## src/rtl/rtc_core.sv

```systemverilog
module rtc_core #(
  parameter int DAY_W    = 9,
  parameter int SEC_LAST = 59,
  parameter int MIN_LAST = 59,
  parameter int HR_LAST  = 23
) (
  input  logic        clk,
  input  logic        rst_n,
  input  logic        tick_1hz,
  input  logic [8:0]  per_tick,
  input  logic        wr_en,
  input  logic [3:0]  addr,
  input  logic [15:0] wdata,
  output logic [15:0] rdata,
  output logic        irq
);
  localparam int SEC_W = $clog2(SEC_LAST + 1);
  localparam int MIN_W = $clog2(MIN_LAST + 1);
  localparam int HR_W  = $clog2(HR_LAST + 1);
  localparam logic [SEC_W-1:0] SEC_L = SEC_W'(SEC_LAST);
  localparam logic [MIN_W-1:0] MIN_L = MIN_W'(MIN_LAST);
  localparam logic [HR_W-1:0]  HR_L  = HR_W'(HR_LAST);

  localparam logic [3:0] A_HM = 4'd0, A_SEC = 4'd1, A_AHM = 4'd2, A_ASEC = 4'd3,
                         A_ST = 4'd5, A_IE = 4'd6, A_DAY = 4'd8, A_ADAY = 4'd9;

  logic [SEC_W-1:0] sec_q, asec_q, sec_inc, sec_d;
  logic [MIN_W-1:0] min_q, amin_q, min_inc, min_d;
  logic [HR_W-1:0]  hr_q,  ahr_q,  hr_inc,  hr_d;
  logic [DAY_W-1:0] day_q, aday_q, day_inc, day_d;
  logic [15:0]      st_q, ie_q, st_set, st_clr;
  logic             sec_wrap, min_wrap, hr_wrap, alarm_hit;

  wire w_hm  = wr_en && addr == A_HM;
  wire w_sec = wr_en && addr == A_SEC;
  wire w_day = wr_en && addr == A_DAY;

  assign sec_wrap = sec_q >= SEC_L;
  assign min_wrap = min_q >= MIN_L;
  assign hr_wrap  = hr_q  >= HR_L;

  assign sec_inc = sec_wrap ? '0 : sec_q + 1'b1;
  assign min_inc = !sec_wrap ? min_q : (min_wrap ? '0 : min_q + 1'b1);
  assign hr_inc  = !(sec_wrap && min_wrap) ? hr_q : (hr_wrap ? '0 : hr_q + 1'b1);
  assign day_inc = (sec_wrap && min_wrap && hr_wrap) ? day_q + 1'b1 : day_q;

  assign sec_d = w_sec ? wdata[SEC_W-1:0]     : tick_1hz ? sec_inc : sec_q;
  assign min_d = w_hm  ? wdata[MIN_W-1:0]     : tick_1hz ? min_inc : min_q;
  assign hr_d  = w_hm  ? wdata[8 +: HR_W]     : tick_1hz ? hr_inc  : hr_q;
  assign day_d = w_day ? wdata[DAY_W-1:0]     : tick_1hz ? day_inc : day_q;

  assign alarm_hit = tick_1hz && sec_d == asec_q && min_d == amin_q &&
                     hr_d == ahr_q && day_d == aday_q;

  assign st_set = {per_tick[8:1], per_tick[0], 2'b00, tick_1hz, 1'b0, alarm_hit, 2'b00};
  assign st_clr = (wr_en && addr == A_ST) ? wdata : '0;

  always_ff @(posedge clk) begin
    if (!rst_n) begin
      sec_q  <= '0; min_q  <= '0; hr_q  <= '0; day_q  <= '0;
      asec_q <= '0; amin_q <= '0; ahr_q <= '0; aday_q <= '0;
      st_q   <= '0; ie_q   <= '0;
    end else begin
      sec_q <= sec_d;
      min_q <= min_d;
      hr_q  <= hr_d;
      day_q <= day_d;
      st_q  <= (st_q & ~st_clr) | st_set;
      if (wr_en) begin
        case (addr)
          A_AHM:  begin amin_q <= wdata[MIN_W-1:0]; ahr_q <= wdata[8 +: HR_W]; end
          A_ASEC: asec_q <= wdata[SEC_W-1:0];
          A_ADAY: aday_q <= wdata[DAY_W-1:0];
          A_IE:   ie_q   <= wdata;
          default: ;
        endcase
      end
    end
  end

  always_comb begin
    case (addr)
      A_HM:    rdata = {8'(hr_q), 8'(min_q)};
      A_SEC:   rdata = 16'(sec_q);
      A_AHM:   rdata = {8'(ahr_q), 8'(amin_q)};
      A_ASEC:  rdata = 16'(asec_q);
      A_ST:    rdata = st_q;
      A_IE:    rdata = ie_q;
      A_DAY:   rdata = 16'(day_q);
      A_ADAY:  rdata = 16'(aday_q);
      default: rdata = '0;
    endcase
  end

  assign irq = |(st_q & ie_q);
endmodule


```

## config.mk

```make
export PLATFORM = sky130hd
export DESIGN_NAME = rtc_core
export DESIGN_NICKNAME = d
export VERILOG_FILES = /design/src/rtl/rtc_core.sv
export SDC_FILE = /design/constraint.sdc
export NUM_CORES = 1
export LEC_CHECK = 0
export CORE_MARGIN = 2
export CORE_UTILIZATION = 50
export DETAILED_ROUTE_END_ITERATION = 16
export HOLD_SLACK_MARGIN = 0.15
export PLACE_DENSITY = 0.77
export SYNTH_ARGS = -nofsm -noshare
export SYNTH_HDL_FRONTEND = slang
export SYNTH_SLANG_ARGS = --single-unit
```

## constraint.sdc

```tcl
create_clock -name clk -period 4.65 [get_ports clk]
set_clock_uncertainty 0.1 [all_clocks]
set_input_delay 0.465 -clock clk [delete_from_list [all_inputs] [get_ports clk]]
set_output_delay 0.465 -clock clk [all_outputs]
set_load 0.02 [all_outputs]
```

==> impl_metrics.yaml <==
grt:
  antenna_found_initial: 0
  grt_pass1_vias: 5176
  grt_pass1_wl_microns: 28330
  grt_usage_pct: 32.61
  grt_overflow_total: 0
  grt_max_degree: 52
sta:
  fin_tns_setup_ps: 0
  fin_hold_ws_ps: 368.9
  fmax_mhz: 265.5
  layout_setup_ws_ps: 883.4
  finalCritPeriodShare_pct: 81.00
  finalHoldViolCount: 0
  rsz0062_at_grt: "false"
  relSlewSlack_pct: 47.39
  worst_slew_pin_slew_ps: 789.1
  finalSetupViolations: 0
  post-route-min-period_ps: 3767
  maxSlewViolCount: 0
worst_setup_path:
  worstSetupPathDepth: 8
  crit_fanout: 12
  cpPeakStageDelay_ps: 730
  crit_required_ps: 4090
  path_class: "in2out"
  crit_family: "buffers and inverters"
  start_kind: "primary input"
  cp-end-kind: "primary output"
  r2r_cells: 9
  worstPathArrival_ps: 3200
  cpMaxStageDelayCell: "clkdlybuf4s50_1"
  path_buf_inv: 3
  cp_cell_sequence: "clkdlybuf4s50_1 -> nor2b_1 -> and2_0 -> nor2b_1 -> buf_4 -> a22o_1 -> a211o_1 -> clkdlybuf4s50_1"
route:
  wl_per_cell_microns: 21.31
  routed_via_density: 6.538
  dr_total_vias: 5459
  drcViolationCount: 0
  drt_iter0_markers: 679
  wirelength_microns: 17800
  first_pass_iters: 6
  final_antenna_net_count: 0
cts:
  post_cts_buffers: 0
  cts_resized: 0
  cts_buffers: 9
  cts_root_buffer: "clkbuf_8"
  tritoncts: "yes"
  cts_sinks: 84
  cts_max_level: 3
  ctsLongestPathBuffers: 2
  cts_hold_buffers: 0
  clkTransAtPathRegs_ps: 90
  clock_latency_ps: 380
layout:
  n_antenna_cell: 0
  post-route-cell-area_sq_mm: 0.005879
  final_nets: 734
  area_growth_syn_to_layout_pct: 14.75
  drive_gt1_share_pct: 7.123
  fin_cells: 835
  utilization_pct: 59.60
  nFillCells: 889
die:
  die_height_microns: 105.2
  rows: 36
  ios: 50
  die-width_microns: 105.2
  dieArea_sq_mm: 0.01107
  core-area_sq_mm: 0.009864
  initial_core_util_pct: 51.94
flow_run:
  max_cap_violations: 0
synth:
  syn_inst: 681
  ys.flop_type: "dfxtp_1"
  synth_seq_area_share_pct: 32.82
  syn_area_sq_mm: 0.005124
  ys_types: 68
  synth-edff-count: 0
  async_reset_ff_share_pct: 0
  postSynthAreaPerCell_sq_um: 7.524
  synth-seq-cells: 84
  syn_nets: 718
  yosys_warnings: 0
place:
  post-place-ws_ps: 885.0
  place_area_sq_mm: 0.005670
  post-place-cells: 819
  portBuffers: 49
  hpwl_microns: 12410
  gp_congestion: 1.071
power_and_ir_drop:
  power_mw: 1.543
  ir_drop_uv: 179.4
  powerDensity_mw_per_mm2: 262.4
  p_leak_nw: 1.995
worst_hold_path:
  holdPathStages: 2
  hp-class: "reg2reg"
run_status:
  status: "finished, final reports clean"
==> registers in the layout (all words and copies together), names as in the netlist <==
| register | count |
|---|---|
| day_q | 9 |
| aday_q | 9 |
| min_q | 6 |
| amin_q | 6 |
| sec_q | 6 |
| ie_q | 16 |
| asec_q | 6 |
| hr_q | 5 |
| st_q | 16 |
| ahr_q | 5 |
==> final timing paths <==
check,slack (ps),start,endpoint
max,880,addr[0],rdata[0]
min,370,st_q[0],st_q[0]
max reg2reg,1280,min_q[1],st_q[2]
min reg2reg,370,st_q[0],st_q[0]
==> worst register-to-register path, stage by stage (launching register included) <==
cell and delay (ps):
dfxtp_1 420, ha_1 330, o2111ai_1 240, or3_1 610
or4_4 660, xnor2_2 180, nor2_1 60, a311o_1 340
o31ai_2 210, a31o_1 170
==> synth_stat cells (all sizes together), types with 3 or more instances <==
cell type | n | share of area (%)
a211o | 3 | 0.51
a211oi | 11 | 1.6
a21oi | 70 | 6.8
a221oi | 7 | 1.2
a222oi | 5 | 0.98
a22o | 9 | 1.5
a22oi | 22 | 3.2
a31oi | 4 | 0.49
a32oi | 5 | 0.85
and2 | 12 | 1.5
and3 | 3 | 0.37
buf | 7 | 0.63
clkbuf | 52 | 3.8
dfxtp | 84 | 33
ha | 4 | 0.98
inv | 11 | 0.81
mux2 | 8 | 1.8
mux2i | 10 | 2.0
nand2 | 110 | 8.1
nand2b | 3 | 0.37
nand3 | 35 | 3.4
nand4 | 10 | 1.5
nor2 | 55 | 4.1
nor2b | 8 | 0.98
nor3 | 12 | 1.2
nor4 | 10 | 1.2
o211ai | 10 | 1.5
o21ai | 16 | 1.6
o22ai | 4 | 0.49
o31ai | 4 | 0.68
or3 | 4 | 0.49
or4 | 3 | 0.51
xnor2 | 18 | 3.2
xor2 | 19 | 3.2
==> final cells by class <==
type                       count  area, sq um  area share, %
clock buffer                  10        137.6          2.341
clock inverter                 6        71.32          1.213
inverter                      11        41.29         0.7023
multi-input combinational    527         3178          54.05
sequential                    84         1682          28.60
tap                          133        166.4          2.830
timing repair buffer          64        603.1          10.26
==> logic make-up (layout without fill, tap and decap cells) <==
group,Yosys count,in the layout,synth area share (%)
AOI/OAI and AO/OA,192,192,25.27
buffers and inverters,70,91,5.275
adders and majority gates,4,4,0.9768
muxes,18,18,3.712
xor gates and xnor gates,37,37,6.471
DFF,84,84,32.82
and+or+nand+nor,276,276,25.47
==> per-layer routing <==
metal | routed length [microns] | vias to the layer above | track usage, %
met5 | 0 | - | 0
met4 | 769 | 0 | 15.14
met3 | 2104 | 69 | 7.174
met2 | 7729 | 376 | 48.85
met1 | 7193 | 2518 | 44.54
li1 | - | 2496 | -
==> cells in the final DEF (no fill, tap or decap), drive strengths merged, types with 3 or more instances in the layout <==
cell | netlist | layout
clkbuf | 52 | 10
a211o | 3 | 3
a32oi | 5 | 5
o22ai | 4 | 4
a22o | 9 | 9
mux2 | 8 | 8
nor4 | 10 | 10
xor2 | 19 | 19
nor2b | 8 | 8
or4 | 3 | 3
and3 | 3 | 3
a21oi | 70 | 70
a222oi | 5 | 5
o211ai | 10 | 10
o31ai | 4 | 4
a22oi | 22 | 22
a211oi | 11 | 11
nand2b | 3 | 3
inv | 11 | 12
a31oi | 4 | 4
buf | 7 | 15
nand3 | 35 | 35
or3 | 4 | 4
dfxtp | 84 | 84
ha | 4 | 4
a221oi | 7 | 7
xnor2 | 18 | 18
mux2i | 10 | 10
o21ai | 16 | 16
nor2 | 55 | 55
and2 | 12 | 12
nand4 | 10 | 10
nand2 | 110 | 110
nor3 | 12 | 12
clkdlybuf4s50 | 0 | 49
==> power by group <==
part / leakage (nW) / switching (mW) / internal [mW] / total, mW
registers: 0.682 / 0.0278 / 0.737 / 0.765
logic: 1.21 / 0.121 / 0.0830 / 0.204
clock network: 0.0991 / 0.307 / 0.267 / 0.574
total: 2.00 / 0.456 / 1.09 / 1.54
(Power assumes the default switching activity.)
